### src/rtl/sdram_init_pkg.sv
package sdram_init_pkg;

  typedef enum logic [3:0] {
    PH_IDLE, PH_PALL, PH_WPRE, PH_REF, PH_WRR,
    PH_WRC,  PH_MRS,  PH_WMW,  PH_WNOP, PH_DONE
  } phase_e;

  typedef struct packed {
    logic cs_n;
    logic ras_n;
    logic cas_n;
    logic we_n;
  } cmd_t;

  localparam cmd_t CMD_DESEL = 4'b1111;
  localparam cmd_t CMD_NOP   = 4'b0111;
  localparam cmd_t CMD_PALL  = 4'b0010;
  localparam cmd_t CMD_REF   = 4'b0001;
  localparam cmd_t CMD_MRS   = 4'b0000;

  function automatic logic is_wait(phase_e p);
    return (p == PH_WPRE) || (p == PH_WRR) || (p == PH_WRC) ||
           (p == PH_WMW)  || (p == PH_WNOP);
  endfunction

  function automatic cmd_t phase_cmd(phase_e p);
    case (p)
      PH_PALL: return CMD_PALL;
      PH_REF:  return CMD_REF;
      PH_MRS:  return CMD_MRS;
      PH_WPRE, PH_WRR, PH_WRC, PH_WMW, PH_WNOP: return CMD_NOP;
      default: return CMD_DESEL;
    endcase
  endfunction

  // A field value v gives a phase of v+1 cycles.
  function automatic int unsigned phase_cycles(int unsigned field);
    return field + 1;
  endfunction

endpackage

### src/rtl/sdram_init_timer.sv
module sdram_init_timer #(
  parameter int WAIT_W = 3
) (
  input  logic              clk,
  input  logic              rst_n,
  input  logic              load,
  input  logic [WAIT_W-1:0] load_val,
  output logic              expired
);

  logic [WAIT_W-1:0] cnt_q;

  always_ff @(posedge clk or negedge rst_n) begin
    if (!rst_n) begin
      cnt_q <= '0;
    end else if (load) begin
      cnt_q <= load_val;
    end else if (cnt_q != '0) begin
      cnt_q <= cnt_q - 1'b1;
    end
  end

  assign expired = (cnt_q == '0);

endmodule

### src/rtl/sdram_init_fsm.sv
module sdram_init_fsm
  import sdram_init_pkg::*;
#(
  parameter int WAIT_W = 3
) (
  input  logic              clk,
  input  logic              rst_n,
  input  logic              go,
  input  logic              tmr_expired,
  input  logic [WAIT_W-1:0] w_pre,
  input  logic [WAIT_W-1:0] w_rr,
  input  logic [WAIT_W-1:0] w_rc,
  input  logic [WAIT_W-1:0] w_mw,
  input  logic [WAIT_W-1:0] w_nop,
  output phase_e            phase_q,
  output logic              tmr_load,
  output logic [WAIT_W-1:0] tmr_val
);

  phase_e phase_nxt;
  logic   second_q;
  logic   second_nxt;

  always_comb begin
    phase_nxt  = phase_q;
    second_nxt = second_q;
    case (phase_q)
      PH_IDLE: if (go) begin
        phase_nxt  = PH_PALL;
        second_nxt = 1'b0;
      end
      PH_PALL: phase_nxt = PH_WPRE;
      PH_WPRE: if (tmr_expired) phase_nxt = PH_REF;
      PH_REF:  phase_nxt = PH_WRR;
      PH_WRR:  if (tmr_expired) phase_nxt = PH_WRC;
      PH_WRC:  if (tmr_expired) begin
        if (second_q) begin
          phase_nxt = PH_MRS;
        end else begin
          phase_nxt  = PH_REF;
          second_nxt = 1'b1;
        end
      end
      PH_MRS:  phase_nxt = PH_WMW;
      PH_WMW:  if (tmr_expired) phase_nxt = PH_WNOP;
      PH_WNOP: if (tmr_expired) phase_nxt = PH_DONE;
      PH_DONE: phase_nxt = PH_IDLE;
      default: phase_nxt = PH_IDLE;
    endcase
  end

  always_comb begin
    case (phase_nxt)
      PH_WPRE: tmr_val = w_pre;
      PH_WRR:  tmr_val = w_rr;
      PH_WRC:  tmr_val = w_rc;
      PH_WMW:  tmr_val = w_mw;
      PH_WNOP: tmr_val = w_nop;
      default: tmr_val = '0;
    endcase
  end

  assign tmr_load = is_wait(phase_nxt) && (phase_nxt != phase_q);

  always_ff @(posedge clk or negedge rst_n) begin
    if (!rst_n) begin
      phase_q  <= PH_IDLE;
      second_q <= 1'b0;
    end else begin
      phase_q  <= phase_nxt;
      second_q <= second_nxt;
    end
  end

endmodule

### src/rtl/sdram_init_cmdgen.sv
module sdram_init_cmdgen
  import sdram_init_pkg::*;
#(
  parameter int ADDR_W  = 14,
  parameter int MODE_W  = 11,
  parameter int A10_BIT = 11
) (
  input  phase_e            phase,
  input  logic [MODE_W-1:0] mode,
  output logic              cs_n,
  output logic              ras_n,
  output logic              cas_n,
  output logic              we_n,
  output logic [ADDR_W-1:0] addr
);

  cmd_t cmd;

  assign cmd   = phase_cmd(phase);
  assign cs_n  = cmd.cs_n;
  assign ras_n = cmd.ras_n;
  assign cas_n = cmd.cas_n;
  assign we_n  = cmd.we_n;

  always_comb begin
    addr = '0;
    if (phase == PH_PALL) begin
      addr[A10_BIT] = 1'b1;
    end else if (phase == PH_MRS) begin
      addr[MODE_W-1:0] = mode;
    end
  end

endmodule

### src/rtl/sdram_init_seq.sv
module sdram_init_seq
  import sdram_init_pkg::*;
#(
  parameter int ADDR_W  = 14,
  parameter int MODE_W  = 11,
  parameter int WAIT_W  = 3,
  parameter int A10_BIT = 11
) (
  input  logic              clk,
  input  logic              rst_n,
  input  logic              start,
  input  logic [MODE_W-1:0] mode_val,
  input  logic [WAIT_W-1:0] wait_pre,
  input  logic [WAIT_W-1:0] wait_rr,
  input  logic [WAIT_W-1:0] wait_rc,
  input  logic [WAIT_W-1:0] wait_mw,
  input  logic [WAIT_W-1:0] wait_nop,
  output logic              cs_n,
  output logic              ras_n,
  output logic              cas_n,
  output logic              we_n,
  output logic [ADDR_W-1:0] addr,
  output logic              dq_oe,
  output logic              busy,
  output logic              done
);

  phase_e            phase_q;
  logic              accept;
  logic              tmr_load;
  logic              tmr_expired;
  logic [WAIT_W-1:0] tmr_val;
  logic [MODE_W-1:0] mode_q;
  logic [WAIT_W-1:0] pre_q, rr_q, rc_q, mw_q, nop_q;

  assign accept = start && (phase_q == PH_IDLE);

  always_ff @(posedge clk or negedge rst_n) begin
    if (!rst_n) begin
      mode_q <= '0;
      pre_q  <= '0;
      rr_q   <= '0;
      rc_q   <= '0;
      mw_q   <= '0;
      nop_q  <= '0;
    end else if (accept) begin
      mode_q <= mode_val;
      pre_q  <= wait_pre;
      rr_q   <= wait_rr;
      rc_q   <= wait_rc;
      mw_q   <= wait_mw;
      nop_q  <= wait_nop;
    end
  end

  sdram_init_fsm #(.WAIT_W(WAIT_W)) u_fsm (
    .clk         (clk),
    .rst_n       (rst_n),
    .go          (accept),
    .tmr_expired (tmr_expired),
    .w_pre       (pre_q),
    .w_rr        (rr_q),
    .w_rc        (rc_q),
    .w_mw        (mw_q),
    .w_nop       (nop_q),
    .phase_q     (phase_q),
    .tmr_load    (tmr_load),
    .tmr_val     (tmr_val)
  );

  sdram_init_timer #(.WAIT_W(WAIT_W)) u_timer (
    .clk      (clk),
    .rst_n    (rst_n),
    .load     (tmr_load),
    .load_val (tmr_val),
    .expired  (tmr_expired)
  );

  sdram_init_cmdgen #(
    .ADDR_W  (ADDR_W),
    .MODE_W  (MODE_W),
    .A10_BIT (A10_BIT)
  ) u_cmdgen (
    .phase (phase_q),
    .mode  (mode_q),
    .cs_n  (cs_n),
    .ras_n (ras_n),
    .cas_n (cas_n),
    .we_n  (we_n),
    .addr  (addr)
  );

  assign dq_oe = 1'b0;
  assign busy  = (phase_q != PH_IDLE) && (phase_q != PH_DONE);
  assign done  = (phase_q == PH_DONE);

endmodule

### config.mk
export PLATFORM = sky130hd
export DESIGN_NAME = sdram_init_seq
export DESIGN_NICKNAME = d
export VERILOG_FILES = /design/src/rtl/sdram_init_pkg.sv /design/src/rtl/sdram_init_timer.sv /design/src/rtl/sdram_init_fsm.sv /design/src/rtl/sdram_init_cmdgen.sv /design/src/rtl/sdram_init_seq.sv
export SDC_FILE = /design/constraint.sdc
export NUM_CORES = 1
export LEC_CHECK = 0
export ABC_CLOCK_PERIOD_IN_PS = 4800
export BUFFER_PORTS_ARGS = -buffer_cell sky130_fd_sc_hd__buf_2
export CORE_UTILIZATION = 50
export CTS_CLUSTER_SIZE = 40
export DETAILED_ROUTE_END_ITERATION = 16
export PLACE_DENSITY = 0.76
export SLEW_MARGIN = 20
export SYNTH_ARGS = -nofsm -noshare
export SYNTH_HDL_FRONTEND = slang
export SYNTH_SLANG_ARGS = --single-unit
### constraint.sdc
create_clock -name clk -period 4.8 [get_ports clk]
set_input_delay 0.48 -clock clk [delete_from_list [all_inputs] [get_ports clk]]
set_output_delay 0.48 -clock clk [all_outputs]
set_load 0.01 [all_outputs]
; ---- After elaboration in Yosys (flattened, before gate mapping)
; Memories as Yosys holds them, arrays and structs flattened.
; Index checks and enable logic that the tools add are counted.
[word_totals]
regBits = 34
latchBits = 0
ramBits = 0
mem_bits_ro = 64
in_bits = 29
output_inout_bits = 21
wordCells = 60
memories = 1
[mem_list]
columns = memory, words, width, read_ports, rd_ports_with_merged_regs, wr, line_no
row1 = (no name shown), 16, 4, 1, 0, 0, sdram_init_pkg.sv:27  ; case (p)
[classes]
add_sub_neg = 1
mul = 0
div = 0
order_cmp = 0
n_eq_ne = 18
shifts = 0
mux = 17
bitwise_logic = 0
reduce_logical = 14
[ops]
columns = operator, n
row1 = case mux 4 bit (9 select lines), 1
row2 = "equality test 4 x 3 -> 1 bit, second input constant", 7
row3 = 2-to-1 mux 4 bit, 6
row4 = 2-to-1 mux 11 bit, 2
row5 = case mux 3 bit (5 select lines), 1
row6 = "equality test 4 x 2 -> 1 bit, second input constant", 3
row7 = "equality test 4 bit, second input constant", 3
row8 = 2-to-1 mux 3 bit, 3
row9 = "equality test 4 x 1 -> 1 bit, second input constant", 1
row10 = logical NOT 4 bit, 1
row11 = logical OR 1 bit, 4
row12 = "inequality test 2 bit, second input constant", 2
row13 = inequality test 4 bit, 1
row14 = "inequality test 4 bit, second input constant", 1
row15 = nonzero test 2 bit, 2
row16 = nonzero test 4 bit, 1
row17 = logical AND 1 bit, 3
row18 = logical NOT 3 bit, 1
row19 = 2-to-1 mux 1 bit, 3
row20 = AND reduction 3 bit, 1
row21 = nonzero test 3 bit, 1
row22 = "subtractor 3 x 1 -> 3 bit, second input constant", 1
row23 = case mux 1 bit (2 select lines), 1

; ---- Longest topological paths before layout
[depth]
depth_word = 11
mapped_depth = 7
mapped_depth_nobuf = 7

; ---- Hierarchy
; Synthesis repeated with hierarchy kept, for this count alone.
[unflattened]
hier_cells = 171
area_unflattened_um2 = 1969.4
[by_module_without_submodules]
columns = module, n_inst, cells_per_inst, area_per_inst_um2, seq_area_each_um2
row1 = sdram_init_seq, 1, 63, 1099.8, 650.6
row2 = sdram_init_fsm, 1, 61, 490.5, 125.1
row3 = sdram_init_timer, 1, 21, 201.4, 75.1
row4 = sdram_init_cmdgen, 1, 26, 177.7, 0.0

; ---- Worst setup path after synthesis
; OpenSTA, ideal clock, no wires.
[synth_path]
path_type = reg2reg
from = reg u_timer.cnt_q[0]
to = reg u_timer.cnt_q[2]
setup_ps = 125
arrival_ps = 1786
required_time_ps = 4675
path_slack_ps = 2889
path_stages_with_launch = 8
n_path_buf = 0
synth_period_minus_slack_ps = 1911
cell_sequence = dfrtp_1 > inv_1 > ha_1 > and3b_4 > nor2_1 > nor3_1 > a211oi_4 > mux2_2
[synth_between]
elab_chain_cells = 10
elab_cells_between_ends = 24
cone_classes = add/sub: 1 / eq/ne: 6 / mux: 9 / reduce/logical: 8
[synth_lines]
columns = element, line_no
row1 = "start, declared", sdram_init_timer.sv:11  ; logic [WAIT_W-1:0] cnt_q;
row2 = "start signal, assigned", sdram_init_timer.sv:17  ; cnt_q <= load_val;
row3 = "start signal, assigned", sdram_init_timer.sv:19  ; cnt_q <= cnt_q - 1'b1;
row4 = logical NOT 3 bit, sdram_init_timer.sv:23  ; assign expired = (cnt_q == '0);
row5 = 2-to-1 mux 4 bit (on tied branches), --
row6 = case mux 4 bit (9 select lines), sdram_init_fsm.sv:27  ; case (phase_q)
row7 = equality test 4 x 2 -> 1 bit / equality test 4 x 3 -> 1 bit (equally long branches), "sdram_init_pkg.sv:22, sdram_init_fsm.sv:53"
row8 = logical OR 1 bit (3 in a row), sdram_init_pkg.sv:22  ; return (p == PH_WPRE) || (p == PH_WRR) || (p == PH_WRC) ||
row9 = logical OR 1 bit, sdram_init_pkg.sv:23  ; (p == PH_WMW) || (p == PH_WNOP);
row10 = logical AND 1 bit, sdram_init_fsm.sv:63  ; assign tmr_load = is_wait(phase_nxt) && (phase_nxt != phase_q);
row11 = 2-to-1 mux 3 bit / nonzero test 2 bit (equally long branches), --
; Parallel ways exist; a longest one is shown, timed or not. The select of a mux whose other input is x is not followed.
; A chain may end at the register's enable or synchronous reset.

; ---- Worst setup path in the final report
[layout_path]
from = reg u_fsm.phase_q[3]
to = out addr[0]
[layout_between]
elab_chain_cells = 3
elab_cells_between_ends = 4
cone_classes = eq/ne: 2 / mux: 2
[layout_lines]
columns = element, line_no
row1 = "start, declared", sdram_init_fsm.sv:15  ; output phase_e phase_q,
row2 = "start signal, assigned", sdram_init_fsm.sv:70  ; phase_q <= phase_nxt;
row3 = equality test 4 x 3 -> 1 bit, sdram_init_cmdgen.sv:29  ; end else if (phase == PH_MRS) begin
row4 = 2-to-1 mux 11 bit, sdram_init_cmdgen.sv:29
row5 = 2-to-1 mux 11 bit (*), sdram_init_cmdgen.sv:27  ; if (phase == PH_PALL) begin
row6 = "end, declared", sdram_init_seq.sv:22  ; output logic [ADDR_W-1:0] addr,
; Every way passes the cells marked *; elsewhere a longest branch is shown, timed or not.

==> flow_metrics.env <==
export IMPL_diodes=0
export IMPL_grt_pass1_wl_um=6982
export IMPL_status="completed"
export IMPL_dp_hpwl_um=2733
export IMPL_fmax_ghz=0.3941
export IMPL_r2r_setup_slack_ns=2.44
export IMPL_ys_seq_area_share_pct=42.08
export IMPL_ys_ff_latch=34
export IMPL_path_class="flip-flop to output port"
export IMPL_rsz0062_at_grt="no"
export IMPL_vias=1475
export IMPL_ctsHtreeMaxLevel=2
export IMPL_crit_chain="nand3b_2 -> nor2_1 -> and2_1 -> buf_2"
export IMPL_numPortBuffers=46
export IMPL_crit_buf_inv=1
export IMPL_grt_overflow_total=0
export IMPL_cts_sinks=34
export IMPL_cap_violations=0
export IMPL_cp_depth=4
export IMPL_ff_latch_area_sq_um=850.8
export IMPL_syn_avg_cell_area_sq_um=11.23
export IMPL_cp_max_fo=24
export IMPL_synth_compound_area_share_pct=12.13
export IMPL_drt_wl_total_um=3875
export IMPL_core_region_area_sq_um=3771
export IMPL_drtIter0Drc=84
export IMPL_first_global_vias=1490
export IMPL_p_leak_nw=1.096
export IMPL_die_w_um=65.59
export IMPL_synth_xor_area_share_pct=3.032
export IMPL_synthMuxAreaShare_pct=17.14
export IMPL_hp_class="input port to async pin"
export IMPL_yosys_area_share_simple_pct=18.38
export IMPL_combPwrFrac_pct=45.8
export IMPL_vdd_drop_max_uv=333.8
export IMPL_cts_tree="yes"
export IMPL_numCtsBuffers=5
export IMPL_rr_worst_depth=5
export IMPL_worst_setup_path_start_kind="flip-flop"
export IMPL_synth_top_cell_area_share_pct=42.08
export IMPL_rr_startpoint="u_fsm.phase_q[3]$_DFF_PN0_"
export IMPL_io_pins=50
export IMPL_ctsResizeCount=0
export IMPL_holdWs_ns=0.2371
export IMPL_synthesis_area_sq_um=2022
export IMPL_fin_crit_ns=2.537
export IMPL_crit_arrival_ns=2.06
export IMPL_post_cts_setup_buffers=0
export IMPL_crit_path_end_kind="output port"
export IMPL_row_count=22
export IMPL_fill_cells=292
export IMPL_cts_root_buf="clkbuf_8"
export IMPL_antenna_found_initial=0
export IMPL_clockPowerShare_pct=19.3
export IMPL_regToRegEndpoint="u_timer.cnt_q[2]$_DFFE_PN0P_"
export IMPL_seqPwrFrac_pct=34.9
export IMPL_area_growth_pct=16.83
export IMPL_power_switching_mw=0.6353
export IMPL_finClkSkew_ns=0.01035
export IMPL_fp_dieH_um=65.59
export IMPL_tns_ns=0
export IMPL_grt_max_degree=35
export IMPL_cp_endpoint="addr[0]"
export IMPL_drive_gt1_share_pct=31.53
export IMPL_synth_top_family_by_area="simple AND/OR/NAND/NOR gates"
export IMPL_via_per_inst=5.463
export IMPL_final_cell_mix="46 x buf_2, 34 x dfrtp_1, 24 x mux2_1"
export IMPL_drc=0
export IMPL_p_int_mw=1.039
export IMPL_cts_buffer_depth=2
export IMPL_drt_antenna_violating_nets=0
export IMPL_postSynthCellCount=180
export IMPL_gp_congestion=0.8134
export IMPL_nets=252
export IMPL_die_area_sq_um=4302
export IMPL_synthAdderAreaFrac_pct=1.238
export IMPL_wl_per_cell_um=14.35
export IMPL_synth_area_leader_cell="dfrtp_1"
export IMPL_drtPass1Iterations=4
export IMPL_finalCritPeriodShare_pct=52.86
export IMPL_crit_slowest_cell="dfrtp_1"
export IMPL_layout_commonest_cell="buf_2"
export IMPL_yosys_top_cells_area="dfrtp_1 42%, mux2_1 13%, and2_1 3.7%"
export IMPL_max_stage_delay_ns=0.65
export IMPL_multi_input_area_sq_um=1061
export IMPL_cts_clk_slew_worst_paths_ns=0.08
export IMPL_power_density_nw_per_um2=708.9
export IMPL_p_sw_share_pct=37.94
export IMPL_crit_start="u_fsm.phase_q[3]$_DFF_PN0_"
export IMPL_maxSlewHeadroom_pct=51.47
export IMPL_hold_buffers=0
export IMPL_grt_usage_pct=21.81
export IMPL_placed_cells=262
export IMPL_finalMaxSlewViolations=0
export IMPL_timing_critical_path_required_ns=4.32
export IMPL_hold_viol=0
export IMPL_synth_cell_types=49
export IMPL_start_util_pct=53.62
export IMPL_yosysWarnings=0
export IMPL_setup_violations=0
export IMPL_tightest_slew_ns=0.7279
export IMPL_fin_cells=270
export IMPL_crit_family="simple AND/OR/NAND/NOR gates"
export IMPL_clk_latency_ns=0.30
cell families after synthesis:
kind of cell,Yosys count
AND/OR/NAND/NOR,59
flip-flops,34
multiplexers,31
AO/OA/AOI/OAI,27
buffers and inverters,19
XOR/XNOR,7
adder cells (fa/ha/maj),2
other,1
registers in the layout (all words and copies together) (netlist names):
register        count
rc_q                3
rr_q                3
mode_q             11
pre_q               3
u_fsm.phase_q       4
u_fsm.second_q      1
nop_q               3
mw_q                3
u_timer.cnt_q       3
metal layers:
metal  vias up  global-route usage [%]  share of wire (%)
met5         -                       0                  0
met4         0                   8.424                1.3
met3         7                   4.861                4.2
met2        39                   34.02                 48
met1       705                   29.33                 47
li1        724                       -                  -
synthesized netlist by cell type (all sizes together):
| library cell | number |
|---|---|
| dfrtp | 34 |
| mux2 | 29 |
| buf | 13 |
| and2 | 12 |
| nor2 | 9 |
| nand2 | 6 |
| nor3 | 6 |
| o21ai | 6 |
| nand2b | 5 |
| nand3b | 5 |
| a21oi | 4 |
| inv | 4 |
| xor2 | 4 |
| nand3 | 3 |
| xnor2 | 3 |
| a222oi | 2 |
| a22oi | 2 |
| a31oi | 2 |
| a32oi | 2 |
| and4bb | 2 |
| clkbuf | 2 |
| ha | 2 |
| mux2i | 2 |
| nor3b | 2 |
| o211ai | 2 |
| a2111oi | 1 |
| a211oi | 1 |
| a21o | 1 |
| a22o | 1 |
| and2b | 1 |
| and3 | 1 |
| and3b | 1 |
| conb | 1 |
| nand4b | 1 |
| nand4bb | 1 |
| nor2b | 1 |
| nor4 | 1 |
| o211a | 1 |
| o22ai | 1 |
| o311ai | 1 |
| or3b | 1 |
| or4b | 1 |
final cells by class:
cell class	instances	share of cell area (%)
clock buffer	5	2.913
clock inverter	3	2.913
inverter	4	0.6356
multi-input combinational	129	44.92
sequential	34	36.02
tap	48	2.542
timing repair buffer	47	10.06
power groups by stage:
stage | Combinational [mW] | Clock [mW] | Sequential (mW)
floorplan | 0.702 | 0 | 0.490
global placement | 0.748 | 0 | 0.582
detailed placement | 0.771 | 0 | 0.586
CTS | 0.778 | 0.329 | 0.583
global route | 0.862 | 0.339 | 0.614
finish | 0.767 | 0.323 | 0.584
worst min-delay path by stage:
stage                                startpoint                          to  slack (ns)  cells past startpoint
final                                     rst_n       mode_q[5]$_DFFE_PN0P_        0.24                      1
after global routing                      rst_n  u_fsm.phase_q[3]$_DFF_PN0_        0.31                      1
after CTS                                 rst_n  u_fsm.phase_q[3]$_DFF_PN0_        0.27                      1
after detailed placement  mode_q[0]$_DFFE_PN0P_       mode_q[0]$_DFFE_PN0P_        0.47                      1
after global placement    mode_q[8]$_DFFE_PN0P_       mode_q[8]$_DFFE_PN0P_        0.46                      1
after floorplan                           rst_n       mode_q[0]$_DFFE_PN0P_        0.18                      0
through the flow:
step / utilization (%) / area [sq um] / power, mW / worst slack [ns]
2_1_floorplan: - / 2029 / 1.193 / 2.889
3_3_place_gp: 58.99 / 2225 / 1.330 / 2.511
3_5_place_dp: 58.99 / 2225 / 1.357 / 2.465
4_1_cts: 62.64 / 2362 / 1.691 / 2.237
5_1_grt: 62.64 / 2362 / 1.815 / 2.002
6_report: 62.64 / 2362 / 1.675 / 2.263
Power figures use the tool's default switching activity.
